### config.mk
export PLATFORM = sky130hd
export DESIGN_NAME = core_timer_wd
export DESIGN_NICKNAME = d
export VERILOG_FILES = /design/src/rtl/ctm_pkg.sv /design/src/rtl/ctm_chain.sv /design/src/rtl/ctm_wdog.sv /design/src/rtl/ctm_regs.sv /design/src/rtl/core_timer_wd.sv
export SDC_FILE = /design/constraint.sdc
export NUM_CORES = 1
export LEC_CHECK = 0
export BUFFER_PORTS_ARGS = -buffer_cell sky130_fd_sc_hd__buf_2
export CAP_MARGIN = 20
export CORE_UTILIZATION = 55
export CTS_BUF_LIST = sky130_fd_sc_hd__clkbuf_16
export DETAILED_ROUTE_END_ITERATION = 10
export PLACE_DENSITY_LB_ADDON = 0.25
export SETUP_SLACK_MARGIN = 0.05
export SYNTH_ARGS = -nofsm -noshare
export SYNTH_HDL_FRONTEND = slang
export SYNTH_HIERARCHICAL = 1
export SYNTH_SLANG_ARGS = --single-unit
### constraint.sdc
create_clock -name clk -period 6.05 [get_ports clk]
set_input_delay 0.605 -clock clk [delete_from_list [all_inputs] [get_ports clk]]
set_output_delay 0.605 -clock clk [all_outputs]
set_load 0.01 [all_outputs]
### src/rtl/ctm_pkg.sv
// Package: shared constants and types for the core timer with watchdog.
// Assumes an 8-bit data bus and a two-bit tick rate select.
package ctm_pkg;
    localparam int DATA_W = 8;
    localparam int RATE_W = 2;
    localparam int NTAP   = 1 << RATE_W;

    // Control register bit positions
    localparam int CTL_OVF_BIT = 7;   // overflow flag, write 1 clears
    localparam int CTL_RTI_BIT = 6;   // tick flag, write 1 clears
    localparam int CTL_OIE_BIT = 5;   // overflow interrupt enable
    localparam int CTL_RIE_BIT = 4;   // tick interrupt enable

    // Default register addresses
    localparam logic [13:0] DEF_CNT_ADDR = 14'h0009;
    localparam logic [13:0] DEF_CTL_ADDR = 14'h0008;
    localparam logic [13:0] DEF_WD_ADDR  = 14'h3FF0;

    typedef struct packed {
        logic              ovf_ie;
        logic              rti_ie;
        logic [RATE_W-1:0] rate;
    } ctm_cfg_t;
endpackage

### src/rtl/ctm_chain.sv
// Module: ctm_chain
// One free-running binary chain. The low PRE_W bits form the prescaler,
// the next CNT_W bits the visible counter, and the top bits the tick
// divider. A tap fires on the edge where every bit below it is one,
// i.e. on the edge where that portion of the chain wraps.
// Assumes: clear is a single-cycle synchronous restart to zero.
module ctm_chain
    import ctm_pkg::*;
#(
    parameter int PRE_W  = 2,
    parameter int CNT_W  = 8,
    parameter int RTI_LO = 4
) (
    input  logic              clk,
    input  logic              rst_n,
    input  logic              clear,
    input  logic [RATE_W-1:0] rate,
    output logic [CNT_W-1:0]  count,
    output logic              ovf_tick,
    output logic              rti_tick
);
    localparam int OVF_W   = PRE_W + CNT_W;
    localparam int BASE_W  = OVF_W + RTI_LO;
    localparam int CHAIN_W = BASE_W + NTAP - 1;

    logic [CHAIN_W-1:0] chain_q;
    logic [NTAP-1:0]    tap_full;

    // Advance the chain by one each cycle; reset or watchdog restart zero it
    always_ff @(posedge clk) begin
        if (!rst_n || clear) begin
            chain_q <= '0;
        end else begin
            chain_q <= chain_q + 1'b1;
        end
    end

    // One wrap detector per selectable tick rate
    for (genvar k = 0; k < NTAP; k++) begin : g_tap
        assign tap_full[k] = &chain_q[BASE_W+k-1:0];
    end

    assign count    = chain_q[PRE_W +: CNT_W];
    assign ovf_tick = &chain_q[OVF_W-1:0];
    assign rti_tick = tap_full[rate];
endmodule

### src/rtl/ctm_wdog.sv
// Module: ctm_wdog
// Divide-by-2^STAGE_W watchdog stage driven by the periodic tick.
// Expires on the tick that would wrap the stage, unless a service
// write arrives in the same cycle (the service write wins).
// Assumes rti_tick is a one-cycle event.
module ctm_wdog #(
    parameter int STAGE_W = 3
) (
    input  logic clk,
    input  logic rst_n,
    input  logic rti_tick,
    input  logic kick,
    output logic expire,
    output logic rst_pulse
);
    localparam logic [STAGE_W-1:0] LAST = '1;

    logic [STAGE_W-1:0] stage_q;

    assign expire = rti_tick && (stage_q == LAST) && !kick;

    // Count ticks; a service write restarts the stage only
    always_ff @(posedge clk) begin
        if (!rst_n || kick) begin
            stage_q <= '0;
        end else if (rti_tick) begin
            stage_q <= stage_q + 1'b1;
        end
    end

    // Register the expiry into a one-cycle reset pulse
    always_ff @(posedge clk) begin
        if (!rst_n) begin
            rst_pulse <= 1'b0;
        end else begin
            rst_pulse <= expire;
        end
    end
endmodule

### src/rtl/ctm_regs.sv
// Module: ctm_regs
// Register bus decode: counter read, control register (flags, enables,
// rate), and the watchdog service write. A flag set event wins over a
// clear written in the same cycle. Read data is combinational.
// Assumes bus_wr is high for exactly one cycle per write.
module ctm_regs
    import ctm_pkg::*;
#(
    parameter int          ADDR_W   = 14,
    parameter int          CNT_W    = 8,
    parameter logic [ADDR_W-1:0] CNT_ADDR = ADDR_W'(DEF_CNT_ADDR),
    parameter logic [ADDR_W-1:0] CTL_ADDR = ADDR_W'(DEF_CTL_ADDR),
    parameter logic [ADDR_W-1:0] WD_ADDR  = ADDR_W'(DEF_WD_ADDR)
) (
    input  logic              clk,
    input  logic              rst_n,
    input  logic [ADDR_W-1:0] bus_addr,
    input  logic              bus_wr,
    input  logic [DATA_W-1:0] bus_wdata,
    output logic [DATA_W-1:0] bus_rdata,
    input  logic [CNT_W-1:0]  count,
    input  logic              ovf_tick,
    input  logic              rti_tick,
    output logic [RATE_W-1:0] rate,
    output logic              kick,
    output logic              ovf_flag,
    output logic              rti_flag,
    output logic              irq
);
    ctm_cfg_t cfg_q;
    logic     ctl_wr;
    logic     unused_rsvd;

    assign ctl_wr      = bus_wr && (bus_addr == CTL_ADDR);
    assign kick        = bus_wr && (bus_addr == WD_ADDR) && !bus_wdata[0];
    assign unused_rsvd = ^bus_wdata[3:2];

    // Hold enables and rate select, loaded by a control write
    always_ff @(posedge clk) begin
        if (!rst_n) begin
            cfg_q <= '0;
        end else if (ctl_wr) begin
            cfg_q.ovf_ie <= bus_wdata[CTL_OIE_BIT];
            cfg_q.rti_ie <= bus_wdata[CTL_RIE_BIT];
            cfg_q.rate   <= bus_wdata[RATE_W-1:0];
        end
    end

    // Sticky overflow flag: set on wrap, clear by writing one
    always_ff @(posedge clk) begin
        if (!rst_n) begin
            ovf_flag <= 1'b0;
        end else if (ovf_tick) begin
            ovf_flag <= 1'b1;
        end else if (ctl_wr && bus_wdata[CTL_OVF_BIT]) begin
            ovf_flag <= 1'b0;
        end
    end

    // Sticky tick flag: set on each periodic tick, clear by writing one
    always_ff @(posedge clk) begin
        if (!rst_n) begin
            rti_flag <= 1'b0;
        end else if (rti_tick) begin
            rti_flag <= 1'b1;
        end else if (ctl_wr && bus_wdata[CTL_RTI_BIT]) begin
            rti_flag <= 1'b0;
        end
    end

    // Select read data by address
    always_comb begin
        bus_rdata = '0;
        if (bus_addr == CNT_ADDR) begin
            bus_rdata = DATA_W'(count);
        end else if (bus_addr == CTL_ADDR) begin
            bus_rdata[CTL_OVF_BIT]  = ovf_flag;
            bus_rdata[CTL_RTI_BIT]  = rti_flag;
            bus_rdata[CTL_OIE_BIT]  = cfg_q.ovf_ie;
            bus_rdata[CTL_RIE_BIT]  = cfg_q.rti_ie;
            bus_rdata[RATE_W-1:0]   = cfg_q.rate;
        end
    end

    assign rate = cfg_q.rate;
    assign irq  = (ovf_flag && cfg_q.ovf_ie) || (rti_flag && cfg_q.rti_ie);
endmodule

### src/rtl/core_timer_wd.sv
// Module: core_timer_wd (top)
// Prescaled timer chain with readable counter, selectable periodic
// tick, sticky flags with interrupt request, and a divide-by-eight
// watchdog whose expiry pulses wdog_rst and restarts the chain.
// Assumes a synchronous active-low reset and one-cycle bus writes.
module core_timer_wd
    import ctm_pkg::*;
#(
    parameter int PRE_W  = 2,
    parameter int CNT_W  = 8,
    parameter int RTI_LO = 4,
    parameter int WD_W   = 3,
    parameter int ADDR_W = 14,
    parameter logic [ADDR_W-1:0] CNT_ADDR = ADDR_W'(DEF_CNT_ADDR),
    parameter logic [ADDR_W-1:0] CTL_ADDR = ADDR_W'(DEF_CTL_ADDR),
    parameter logic [ADDR_W-1:0] WD_ADDR  = ADDR_W'(DEF_WD_ADDR)
) (
    input  logic              clk,
    input  logic              rst_n,
    input  logic [ADDR_W-1:0] bus_addr,
    input  logic              bus_wr,
    input  logic [7:0]        bus_wdata,
    output logic [7:0]        bus_rdata,
    output logic              irq,
    output logic              wdog_rst
);
    logic [CNT_W-1:0]  count_w;
    logic              ovf_tick_w;
    logic              rti_tick_w;
    logic [RATE_W-1:0] rate_w;
    logic              kick_w;
    logic              expire_w;
    logic              ovf_flag_w;
    logic              rti_flag_w;

    ctm_chain #(
        .PRE_W  (PRE_W),
        .CNT_W  (CNT_W),
        .RTI_LO (RTI_LO)
    ) u_chain (
        .clk      (clk),
        .rst_n    (rst_n),
        .clear    (expire_w),
        .rate     (rate_w),
        .count    (count_w),
        .ovf_tick (ovf_tick_w),
        .rti_tick (rti_tick_w)
    );

    ctm_wdog #(
        .STAGE_W (WD_W)
    ) u_wdog (
        .clk       (clk),
        .rst_n     (rst_n),
        .rti_tick  (rti_tick_w),
        .kick      (kick_w),
        .expire    (expire_w),
        .rst_pulse (wdog_rst)
    );

    ctm_regs #(
        .ADDR_W   (ADDR_W),
        .CNT_W    (CNT_W),
        .CNT_ADDR (CNT_ADDR),
        .CTL_ADDR (CTL_ADDR),
        .WD_ADDR  (WD_ADDR)
    ) u_regs (
        .clk       (clk),
        .rst_n     (rst_n),
        .bus_addr  (bus_addr),
        .bus_wr    (bus_wr),
        .bus_wdata (bus_wdata),
        .bus_rdata (bus_rdata),
        .count     (count_w),
        .ovf_tick  (ovf_tick_w),
        .rti_tick  (rti_tick_w),
        .rate      (rate_w),
        .kick      (kick_w),
        .ovf_flag  (ovf_flag_w),
        .rti_flag  (rti_flag_w),
        .irq       (irq)
    );
endmodule

==> results of run 1 <==
==> cell type report <==
class | count | area (um^2) | share of cell area (%)
multi-input combinational | 121 | 867 | 50.7
sequential | 27 | 541 | 31.6
timing repair buffer | 32 | 160 | 9.36
clock buffer | 3 | 75.1 | 4.39
tap | 30 | 37.5 | 2.19
inverter | 7 | 26.3 | 1.54
clock inverter | 1 | 5.00 | 0.292
==> cells by family after synthesis <==
logic type | count (synthesis)
flops | 27
xor+xnor | 13
buf+inv | 21
compound gates | 10
simple gates | 82
fa+ha+maj | 4
mux | 12
==> where the power goes <==
part | total (mW) | internal (mW) | switching, mW
sequential | 0.182 | 0.179 | 0.00252
clock | 0.145 | 0.0890 | 0.0558
combinational | 0.0237 | 0.0106 | 0.0132
==> critical path, delay by kind of cell, from the launching register on <==
kind / cells / cell delay [ns]
and+or+nand+nor: 7 / 1.50
AOI/OAI and AO/OA: 2 / 0.64
adders and majority gates: 2 / 0.42
DFF: 1 / 0.39
==> metal layers <==
metal | global-route usage (%) | part of all wire [%]
met1 | 25.8 | 42
met2 | 44.0 | 53
met3 | 5.83 | 4.3
met4 | 7.69 | 1.2
met5 | 0 | 0
==> synthesized netlist by cell type (all sizes together) (3+ instances only) <==
| cell type | count | area share (%) |
|---|---|---|
| dfxtp | 27 | 35 |
| mux2i | 12 | 7.8 |
| nor3 | 9 | 3.3 |
| nand3 | 6 | 2.0 |
| ha | 4 | 3.3 |
| nand4 | 8 | 6.0 |
| xnor2 | 11 | 6.3 |
| nand2b | 4 | 1.6 |
| nand2 | 13 | 3.2 |
| nor2 | 30 | 7.3 |
| inv | 7 | 1.7 |
| buf | 13 | 6.4 |
| nor4 | 3 | 3.2 |
==> through the flow <==
stage	hold slack [ns]	power, mW	cell area [um^2]	std cells
CTS	0.480	0.356	1710	221
detailed placement	0.466	0.209	1630	217
global placement	0.465	0.208	1630	217
floorplan	0.441	0.199	1540	169
global route	0.494	0.365	1710	221
finish	0.477	0.350	1710	221
==> sequential cells by signal, indices dropped and copies added (netlist names) <==
| name | count |
|---|---|
| u_regs/rti_flag | 1 |
| u_wdog/stage_q | 3 |
| u_regs/ovf_flag | 1 |
| u_regs/rate | 2 |
| u_wdog/rst_pulse | 1 |
| u_chain/chain_q | 17 |
| u_regs/cfg_q | 2 |
==> how the worst max path moves through the flow <==
stage / endpoint / depth (start not counted) / from
after floorplan: u_chain/chain_q[15] / 12 / u_chain/chain_q[0]
after global placement: u_chain/chain_q[15] / 11 / u_chain/chain_q[0]
after detailed placement: u_chain/chain_q[15] / 11 / u_chain/chain_q[0]
after CTS: u_chain/chain_q[15] / 11 / u_chain/chain_q[0]
after global routing: u_chain/chain_q[15] / 11 / u_chain/chain_q[0]
final: u_chain/chain_q[15] / 11 / u_chain/chain_q[0]
==> flow_summary.yaml, run 1 <==
outcome:
  status: "completed"
floorplan:
  die_h_um: 54.8
  ioPinCount: 35
  fp.dieArea_um2: 3010
  coreArea_um2: 2570
  floorplan.rows: 18
  start_util_pct: 59.8
  chipWidth_um: 54.8
cts:
  cts_sinks: 27
  ctsHtreeMaxLevel: 1
  path_clk_slew_ns: 0.06
  clk_latency_ns: 0.26
  cts_tree: "built"
  cts_hold_buf: 0
  cts.path.max_buffers: 2
  cts_setup_buffers: 0
  cts_root_buffer: "clkbuf_16"
  cts_resized: 0
  numCtsBuffers: 3
cells_and_area:
  nNetsFinal: 221
  final_cell_mix: "32 x buf_2, 30 x nor2_1, 27 x dfxtp_1, 13 x nand2_1, 12 x mux2i_1"
  fillCellCount: 227
  synthToLayoutAreaGrowth_pct: 11.5
  mostFrequentLayoutCell: "buf_2"
  drive_gt1_share_pct: 24.1
  final_util_pct: 66.7
  antenna_cells: 0
worst_setup_path:
  crit_type: "reg -> reg"
  endpoint_kind: "flip-flop"
  cp_cell_sequence: "ha_1 -> nand4_4 -> nor2_1 -> and3_1 -> ha_1 -> a32o_1 -> nand2_1 -> nor2_1 -> nand2b_1 -> nor2_1 -> a31o_2"
  cpMaxStageDelayCell: "nand2b_1"
  rr_startpoint: "u_chain/chain_q[0]"
  critPathMaxStageDelay_ns: 0.51
  crit_fanout: 16
  arrival_ns: 3.21
  r2r-end: "u_chain/chain_q[15]"
  required_ns: 6.20
  startpoint_type: "flip-flop"
  rrSetupSlack_ns: 2.99
  r2r_cells: 11
  cp_common_cell: "nor2_1"
synth:
  synth_edf_count: 0
  synth_cells: 169
  synth_fp_nets: 198
  syn-cell-area_um2: 1540
  muxShareOfSynthArea_pct: 7.82
  synth_xor_area_share_pct: 7.42
  synth_cell_types: 35
  synthAdderAreaFrac_pct: 3.26
  synth_warnings: 6
  synth_compound_area_share_pct: 5.30
  avgSynthCellArea_um2: 9.08
  synth_top_family_by_area: "simple AND/OR/NAND/NOR gates"
  async_flop_share_pct: 0
  yosysSeqAreaShare_pct: 35.2
  yosys_register_bits: 27
  synth_ff_type: "dfxtp_1"
  synthSimpleGateAreaFrac_pct: 32.7
global_routing:
  grt_pass1_wl_um: 4990
  antenna_found_initial: 0
  overflow: 0
  grt_max_degree: 17
  grt_util_all_layers_pct: 23.7
  grt_pass1_vias: 1148
placement:
  io_buffers: 32
  gp_congestion: 0.765
  dp_slack_ns: 3.00
  dp_hpwl_um: 2310
sta:
  final_hold_viol_count: 0
  final.min_clock_period_ns: 3.06
  tightest_slew_ns: 0.608
  fin_skew_ns: 0.00495
  finalMaxSlewViolations: 0
  grt_setup_unrepaired: "false"
  max_freq_mhz: 327
  fin_ws_ns: 2.99
  setup_viol: 0
  slew_headroom_pct: 59.4
  tns_ns: 0
  post-route-period-util_pct: 50.5
route:
  drc: 0
  viasPerCell: 5.69
  vias: 1257
  ant_nets: 0
  drtIter0Drc: 24
  routed_wl_um: 3050
  wl_per_cell_um: 13.8
  firstDrtPassIters: 4
worst_hold_path:
  min_to: "u_chain/chain_q[0]"
  hp-class: "reg -> reg"
  hold_depth: 1
  min_from: "u_chain/chain_q[0]"
power:
  ir_worst_vdd_v: 0.000236
  power.density_nw_per_um2: 205
  p_leak_nw: 0.732
job:
  drv_cap: 0
Power figures use the tool's default switching activity.
==> inputs of run 2 (changes only) <==
--- a/config.mk
+++ b/config.mk
@@ -7,7 +7,7 @@
 export LEC_CHECK = 0
 export BUFFER_PORTS_ARGS = -buffer_cell sky130_fd_sc_hd__buf_2
 export CAP_MARGIN = 20
-export CORE_UTILIZATION = 55
+export CORE_UTILIZATION = 48
 export CTS_BUF_LIST = sky130_fd_sc_hd__clkbuf_16
 export DETAILED_ROUTE_END_ITERATION = 10
 export PLACE_DENSITY_LB_ADDON = 0.25
==> constraint.sdc (replaced) <==
create_clock -name clk -period 2.75 [get_ports clk]
set_input_delay 0.275 -clock clk [delete_from_list [all_inputs] [get_ports clk]]
set_output_delay 0.275 -clock clk [all_outputs]
set_load 0.01 [all_outputs]
==> flow_summary.yaml, run 2 (synthesis gave the netlist of run 1 again) <==
sta:
  tns_ns: 0
  finalMaxSlewViolations: 0
  fin_skew_ns: 0.00397
  max_freq_mhz: 417
  final_hold_viol_count: 0
  holdWs_ns: 0.262
  grt_setup_unrepaired: "false"
  final.min_clock_period_ns: 2.40
  post-route-period-util_pct: 87.2
  tightest_slew_ns: 0.479
  setup_viol: 0
  slew_headroom_pct: 67.8
cells_and_area:
  seqCellArea_um2: 541
  antenna_cells: 0
  mostFrequentLayoutCell: "buf_2"
  synthToLayoutAreaGrowth_pct: 13.5
  reg.largest.list: "u_chain/chain_q (17), u_wdog/stage_q (3)"
  drive_gt1_share_pct: 24.4
  fillCellCount: 282
  nNetsFinal: 223
  final_cell_mix: "32 x buf_2, 30 x nor2_1, 27 x dfxtp_1, 13 x nand2_1, 12 x mux2i_1"
  regMostFlops: "u_chain/chain_q"
  largest_reg_flops: 17
  multi_input_area_um2: 867
route:
  routed_wl_um: 2920
  vias: 1222
  drtIter0Drc: 69
  viasPerCell: 5.16
  ant_nets: 0
  wl_per_cell_um: 12.3
  drc: 0
  firstDrtPassIters: 4
worst_setup_path:
  required_ns: 2.90
  critPathMaxStageDelay_ns: 0.39
  endpoint_kind: "flip-flop"
  crit_fanout: 6
  cp_common_cell: "nor2_1"
  startpoint_type: "flip-flop"
  cpMaxStageDelayCell: "dfxtp_1"
  arrival_ns: 2.55
  cp_cell_sequence: "ha_1 -> nand4_4 -> nor2_1 -> and3_1 -> ha_1 -> a32o_1 -> nand2_1 -> nor2_1 -> nand2b_1 -> nor2_1 -> a31o_2"
  crit_type: "reg -> reg"
floorplan:
  floorplan.rows: 20
  ioPinCount: 35
  fp.dieArea_um2: 3430
  chipWidth_um: 58.6
  start_util_pct: 50.3
  coreArea_um2: 3050
  die_h_um: 58.6
placement:
  io_buffers: 32
  dp_hpwl_um: 2300
  gp_congestion: 0.782
cts:
  cts_root_buffer: "clkbuf_16"
  cts_tree: "built"
  cts_hold_buf: 0
  ctsHtreeMaxLevel: 1
  cts_sinks: 27
  cts_setup_buffers: 0
  numCtsBuffers: 3
  clk_latency_ns: 0.25
  path_clk_slew_ns: 0.06
  cts_resized: 0
  cts.path.max_buffers: 2
power:
  p_leak_nw: 0.744
  power.density_nw_per_um2: 441
  ir_worst_vdd_v: 0.000178
global_routing:
  grt_pass1_wl_um: 4960
  antenna_found_initial: 0
  grt_max_degree: 15
  grt_util_all_layers_pct: 19.0
  grt_pass1_vias: 1162
  overflow: 0
worst_hold_path:
  hp-class: "in -> reg"
job:
  drv_cap: 0
outcome:
  status: "completed"
run 2: cell count changes in the layout (fill, tap and decap cells not counted), sizes merged:
cell    previous run  this run
inv                7         8
clkinv             1         0
buf               32        34
run 2: metrics by stage:
stage               cells  cell area [um^2]  setup slack (ns)  total power, mW  util [%]
finish                237              1740             0.351            0.769      57.1
global route          237              1740            0.0908            0.801      57.1
CTS                   237              1740             0.319            0.782      57.1
detailed placement    233              1660             0.339            0.462      54.5
global placement      233              1660             0.391            0.459      54.5
floorplan             169              1540             0.337            0.437         -
run 2: layer usage:
metal,track usage [%],share of wire (%)
met2,34.2,50
met5,0,0
met1,22.5,46
met3,2.86,3.4
met4,7.82,0.82
run 2: report_power, final:
part | leakage (nW) | internal (mW) | total, mW | switching (mW)
sequential | 0.218 | 0.395 | 0.400 | 0.00556
combinational | 0.483 | 0.0241 | 0.0528 | 0.0287
clock | 0.0423 | 0.194 | 0.316 | 0.122
total | 0.744 | 0.613 | 0.769 | 0.156
run 2: worst max-delay path: cells and delay by family, from the launching register on:
family / cells / cell delay [ns]
simple gates: 7 / 1.06
compound gates: 2 / 0.43
flops: 1 / 0.39
fa+ha+maj: 2 / 0.42
run 2: path summary, 6_finish.rpt:
| path | to | start | slack [ns] | cells after the start |
|---|---|---|---|---|
| worst max-delay path | u_chain/chain_q[15] | u_chain/chain_q[0] | 0.35 | 11 |
| worst min-delay path | u_regs/cfg_q[2] | bus_wdata[4] | 0.26 | 3 |
| worst max register to register | u_chain/chain_q[15] | u_chain/chain_q[0] | 0.35 | 11 |
| worst min register to register | u_chain/chain_q[0] | u_chain/chain_q[0] | 0.48 | 1 |
run 2: final cells by class:
class | count | share of cell area, %
Multi-Input combinational cell | 121 | 49.7
Sequential cell | 27 | 31.0
Timing Repair Buffer | 34 | 10.1
Inverter | 7 | 1.51
Clock inverter | 1 | 0.215
Tap cell | 44 | 3.16
Clock buffer | 3 | 4.31
